### config.mk
export PLATFORM = sky130hd
export DESIGN_NAME = delayed_pulse_gen
export DESIGN_NICKNAME = d
export VERILOG_FILES = /design/src/rtl/dpg_pkg.sv /design/src/rtl/dpg_control.sv /design/src/rtl/dpg_datapath.sv /design/src/rtl/delayed_pulse_gen.sv
export SDC_FILE = /design/constraint.sdc
export NUM_CORES = 1
export LEC_CHECK = 0
export BUFFER_PORTS_ARGS = -buffer_cell sky130_fd_sc_hd__buf_2
export CORE_AREA = 2 2 39 41
export CTS_CLUSTER_SIZE = 25
export DETAILED_ROUTE_END_ITERATION = 7
export DIE_AREA = 0 0 41 43
export PLACE_DENSITY = 0.78
export SYNTH_ARGS = -nofsm -noshare
export SYNTH_HDL_FRONTEND = slang
export SYNTH_SLANG_ARGS = --single-unit
### constraint.sdc
create_clock -name clk -period 2.55 [get_ports clk]
set_clock_uncertainty 0.2 [all_clocks]
set_input_delay 0.51 -clock clk [delete_from_list [all_inputs] [get_ports clk]]
set_output_delay 0.51 -clock clk [all_outputs]
set_load 0.01 [all_outputs]
### src/rtl/dpg_pkg.sv
package dpg_pkg;
  // Strobes from the edge-detect control to the counter datapath
  typedef struct packed {
    logic loadDelay;
    logic loadWidth;
  } dpgStrobe_t;
endpackage

### src/rtl/dpg_control.sv
module dpg_control
  import dpg_pkg::*;
(
  input  logic       clk,
  input  logic       rstN,
  input  logic       trig,
  input  logic       delayPulse,
  output dpgStrobe_t strobes
);
  logic trigSeen;
  logic dlySeen;

  // Sample histories on the falling clock edge
  always_ff @(negedge clk or negedge rstN) begin
    if (!rstN) begin
      trigSeen <= 1'b0;
      dlySeen  <= 1'b0;
    end else begin
      trigSeen <= trig;
      dlySeen  <= delayPulse;
    end
  end

  // A high-to-low change between consecutive samples fires a stage
  always_comb begin
    strobes.loadDelay = trigSeen & ~trig;
    strobes.loadWidth = dlySeen & ~delayPulse;
  end
endmodule

### src/rtl/dpg_datapath.sv
module dpg_datapath
  import dpg_pkg::*;
#(
  parameter int CNT_W = 4
) (
  input  logic             clk,
  input  logic             rstN,
  input  dpgStrobe_t       strobes,
  input  logic [CNT_W-1:0] delayCycles,
  input  logic [CNT_W-1:0] widthCycles,
  output logic [CNT_W-1:0] delayCount,
  output logic [CNT_W-1:0] widthCount,
  output logic             delayPulse,
  output logic             outPulse
);
  localparam int NUM_STAGES = 2;

  logic [CNT_W-1:0] loadVal [NUM_STAGES];
  logic             loadEn  [NUM_STAGES];
  logic [CNT_W-1:0] count   [NUM_STAGES];
  logic             busy    [NUM_STAGES];

  assign loadVal[0] = delayCycles;
  assign loadVal[1] = widthCycles;
  assign loadEn[0]  = strobes.loadDelay;
  assign loadEn[1]  = strobes.loadWidth;

  for (genvar s = 0; s < NUM_STAGES; s++) begin : gStage
    always_ff @(negedge clk or negedge rstN) begin
      if (!rstN)          count[s] <= '0;
      else if (loadEn[s]) count[s] <= loadVal[s];
      else if (busy[s])   count[s] <= count[s] - 1'b1;
    end
    assign busy[s] = |count[s];
  end

  assign delayCount = count[0];
  assign widthCount = count[1];
  assign delayPulse = busy[0];
  assign outPulse   = busy[1];
endmodule

### src/rtl/delayed_pulse_gen.sv
module delayed_pulse_gen
  import dpg_pkg::*;
#(
  parameter int CNT_W = 4
) (
  input  logic             clk,
  input  logic             rstN,
  input  logic             trig,
  input  logic [CNT_W-1:0] delayCycles,
  input  logic [CNT_W-1:0] widthCycles,
  output logic             delayPulse,
  output logic             outPulse
);
  dpgStrobe_t       strobes;
  logic [CNT_W-1:0] dlyCount;
  logic [CNT_W-1:0] widCount;

  dpg_control uCtl (
    .clk        (clk),
    .rstN       (rstN),
    .trig       (trig),
    .delayPulse (delayPulse),
    .strobes    (strobes)
  );

  dpg_datapath #(.CNT_W(CNT_W)) uDp (
    .clk         (clk),
    .rstN        (rstN),
    .strobes     (strobes),
    .delayCycles (delayCycles),
    .widthCycles (widthCycles),
    .delayCount  (dlyCount),
    .widthCount  (widCount),
    .delayPulse  (delayPulse),
    .outPulse    (outPulse)
  );
endmodule

After elaboration in Yosys (flattened, before gate mapping)
Index checks and enable logic that the tools add are counted.
{ "totals": {"reg_bits": 10, "word_cells": 18, "latchBits": 0, "mem_bits_rw": 0, "output_inout_bits": 2, "memories": 0, "input_bits": 11, "mem_bits_ro": 0} }
{ "op_classes": {"multipliers": 0, "eq_ne": 0, "n_reduce_logical": 4, "n_addsub": 2, "div": 0, "bitwise": 4, "shift": 0, "n_mux": 4, "n_lt_le_gt_ge": 0} }
{ "ops": {"columns": ["operator", "n"], "rows": [
  ["$mux 4", 4],
  ["$reduce_or 4->1", 2],
  ["$sub 4x1->4 const B", 2],
  ["$reduce_bool 2->1", 2],
  ["$and 1x1->1", 2],
  ["$not 1->1", 2]
]} }

Logic depth before layout (Yosys ltp)
{ "logic_depth": {"ltp_word": 4, "mapped_depth": 5, "ltp_nobuf": 5} }

Modules after synthesis
A second synthesis with hierarchy kept.
{ "unflattened": {"cells_unflattened": 50, "hier_area_um2": 570.5} }
{ "by_module_without_submodules": {"columns": ["mod", "area_per_inst_um2", "cells_each", "seq_area_each_um2", "n_inst"], "rows": [
  ["dpg_datapath", 493.0, 46, 200.2, 1],
  ["dpg_control", 77.6, 4, 50.0, 1]
]} }

==> results.cfg <==
[status]
status = finished with violations
violations = setup timing

[grt]
grt_pass1_vias = 450
grt_start_max_net_pins = 11
grt_overflow = 0
grt_pass1_wl_um = 1911
antenna_found_initial = 0
grt.total_usage_pct = 16.50

[timing]
relSlewSlack_pct = 82.65
final.setup.worst_slack_ns = -0.6640
tns_ns = -1.291
rsz0062_at_grt = yes
final-hold-violation-count = 0
slew_violations = 0
worst_pin_slew_ns = 0.2583
setup_viol = 2

[critical_path]
critPathSlowestCell = dfrtn_1
cp_common_cell = inv_2
crit_required_ns = 1.84
arrival_ns = 2.50
path_cells = inv_2 > ha_4 > nor3b_4 > inv_2 > buf_6
worst-setup-path-type = reg -> out
crit_fanout = 2
timing.rr.start = uDp.delayCount[1]$_DFFE_NN0P_
slowest_delay_ns = 0.43
crit_path_start = uDp.delayCount[1]$_DFFE_NN0P_
endpoint_kind = output port
reg2reg_slack_ns = 0.74
critical_path.startpoint_type = register

[placed_design]
globalplace.congestion = 0.7594
dp_cells = 93
hpwlAfterDp_um = 827.1
portBuffers = 12
pre_cts_slack_ns = -0.3711

[drt]
routed_wl_um = 1149
drtPass1Iterations = 2
vias_per_cell = 4.490
vias = 467
wire_per_inst_um = 11.05
drt_drc_violations_left = 0
dr.first_iter.drc_count = 1
ant_nets = 0

[clock_tree]
cts_hold_buffers = 0
root_buffer = clkbuf_4
clk_pin_slew_ns = 0.05
clock_path_buffers = 2
h-tree-depth = 1
clkLatencyLatePin_ns = 0.28
cts.sinks = 10
cts_tree = yes
numCtsBuffers = 3

[floorplanning]
row_count = 14
start_util_pct = 41.95
die-area_sq_um = 1763
dieHeight_um = 43
core_sq_um = 1384
die_width_um = 41
ios = 13

[pwr]
power.density_nw_per_um2 = 1220
swShare_pct = 33.31
p_clk_share_pct = 13.5
p_total_mw = 1.088
cellLeakagePower_nw = 0.4298
p_switching_uw = 362.4
seqPwrFrac_pct = 27.5
p_int_uw = 725.6
ir_drop_v = 0.0006042
combPwrFrac_pct = 59.0

[yosys]
async_flop_share_pct = 100.0
synth_seq_area_share_pct = 43.10
synth_most_common_cell = dfrtn_1
netlist_instances = 53
synth_common_cells = dfrtn_1 (10), nor2_1 (9), inv_1 (6)
synth_seq_cells = 10
synth_cell_type_count = 17
synth_edf_count = 0
ys_top_cells_by_area = dfrtn_1 (43%), ha_1 (8.6%), nor3b_4 (6.5%)
yosys_warnings = 0
syn_avg_cell_area_sq_um = 10.95
ys.flop_type = dfrtn_1
yosys.area.top_type = dfrtn_1
syn-num-nets = 68
netlist.area_leader.share_pct = 43.10
synth_area_sq_um = 580.6

[final_layout]
antenna_cells = 0
fin_cells = 104
finalNetCount = 104
area.growth.synth_to_final_pct = 53.66
drive_above_1_share_pct = 59.09

[job]
cap_viol_max_count = 0

[min_path]
hp-start = uCtl.trigSeen$_DFF_NN0_
hold_class = reg -> reg
==> per-layer routing <==
metal	vias to the layer above	part of all wire (%)	global-route usage, %
met4	0	1.1	8.000
met1	214	42	19.87
li1	242	-	-
met5	-	0	0
met2	9	54	26.56
met3	2	3.1	3.141
==> flip-flops by register name, summed over array words and instances (netlist names) <==
| register | cells |
|---|---|
| uCtl.dlySeen | 1 |
| uCtl.trigSeen | 1 |
| uDp.widthCount | 4 |
| uDp.delayCount | 4 |
==> critical path, delay by kind of cell, from the launching register on <==
family	cells	cell delay [ns]
and+or+nand+nor	1	0.15
buffers and inverters	3	0.23
adders and majority gates	1	0.15
DFF	1	0.43
==> cells in the final DEF (no fill, tap or decap) <==
cell       synthesis  routed
a21oi_1            4       4
a31oi_1            1       1
buf_2              0      10
buf_4              0      20
buf_6              0       2
clkbuf_4           0       3
clkbuf_8           0       1
dfrtn_1           10      10
ha_1               4       2
ha_4               0       2
inv_2              0       6
mux2_2             2       1
mux2_4             1       2
mux2i_1            3       3
nand2_1            1       1
nand2b_4           0       1
nand4bb_4          1       1
nor2_1             9       9
nor3_1             2       2
nor3b_4            2       2
or2_2              1       1
xnor2_1            4       4
==> cell families (layout without fill, tap and decap cells) <==
group / count (synthesis) / after routing / share of synthesized area (%)
and+or+nand+nor: 17 / 17 / 21.55
muxes: 6 / 6 / 11.64
DFF: 10 / 10 / 43.10
buffers and inverters: 7 / 42 / 4.525
adders and majority gates: 4 / 4 / 8.621
xor gates and xnor gates: 4 / 4 / 6.034
AOI/OAI and AO/OA: 5 / 5 / 4.527
==> final timing paths <==
path,end,cells after the start
worst max-delay path,delayPulse,5
worst min-delay path,uDp.delayCount[2]$_DFFE_NN0P_,2
worst max register to register,uDp.delayCount[2]$_DFFE_NN0P_,8
worst min register to register,uDp.delayCount[2]$_DFFE_NN0P_,2
max in group asynchronous,uDp.delayCount[0]$_DFFE_NN0P_,1
min in group asynchronous,uDp.widthCount[3]$_DFFE_NN0P_,1
==> metrics by stage <==
stage	util [%]	instance area [sq um]	hold slack, ns
finish	64.47	892.1	0.3035
global route	64.47	892.1	0.3250
CTS	62.84	869.6	0.3094
detailed placement	57.14	790.8	0.2825
global placement	57.14	790.8	0.2661
floorplan	-	626.9	0.3345
==> layout make-up <==
type	count	area [sq um]
Tap cell	16	20.02
Clock buffer	4	36.28
Timing Repair Buffer	32	222.7
Inverter	6	22.52
Sequential cell	10	250.2
Multi-Input combinational cell	36	340.3
Fill cell	109	491.7
==> power by group through the flow <==
stage	clock [mW]	combinational, mW	sequential [mW]
6_report	0.147	0.642	0.300
5_1_grt	0.159	0.709	0.310
4_1_cts	0.147	0.625	0.300
3_5_place_dp	0	0.570	0.304
3_3_place_gp	0	0.554	0.300
2_1_floorplan	0	0.376	0.305
==> timing repair <==
action,CTS,global route
endpoints found under the setup margin,2,2
gates resized for setup,3,0
pin swaps,0,1
setup buffers,4,3
Note: power is estimated with default switching activity, not from simulation.
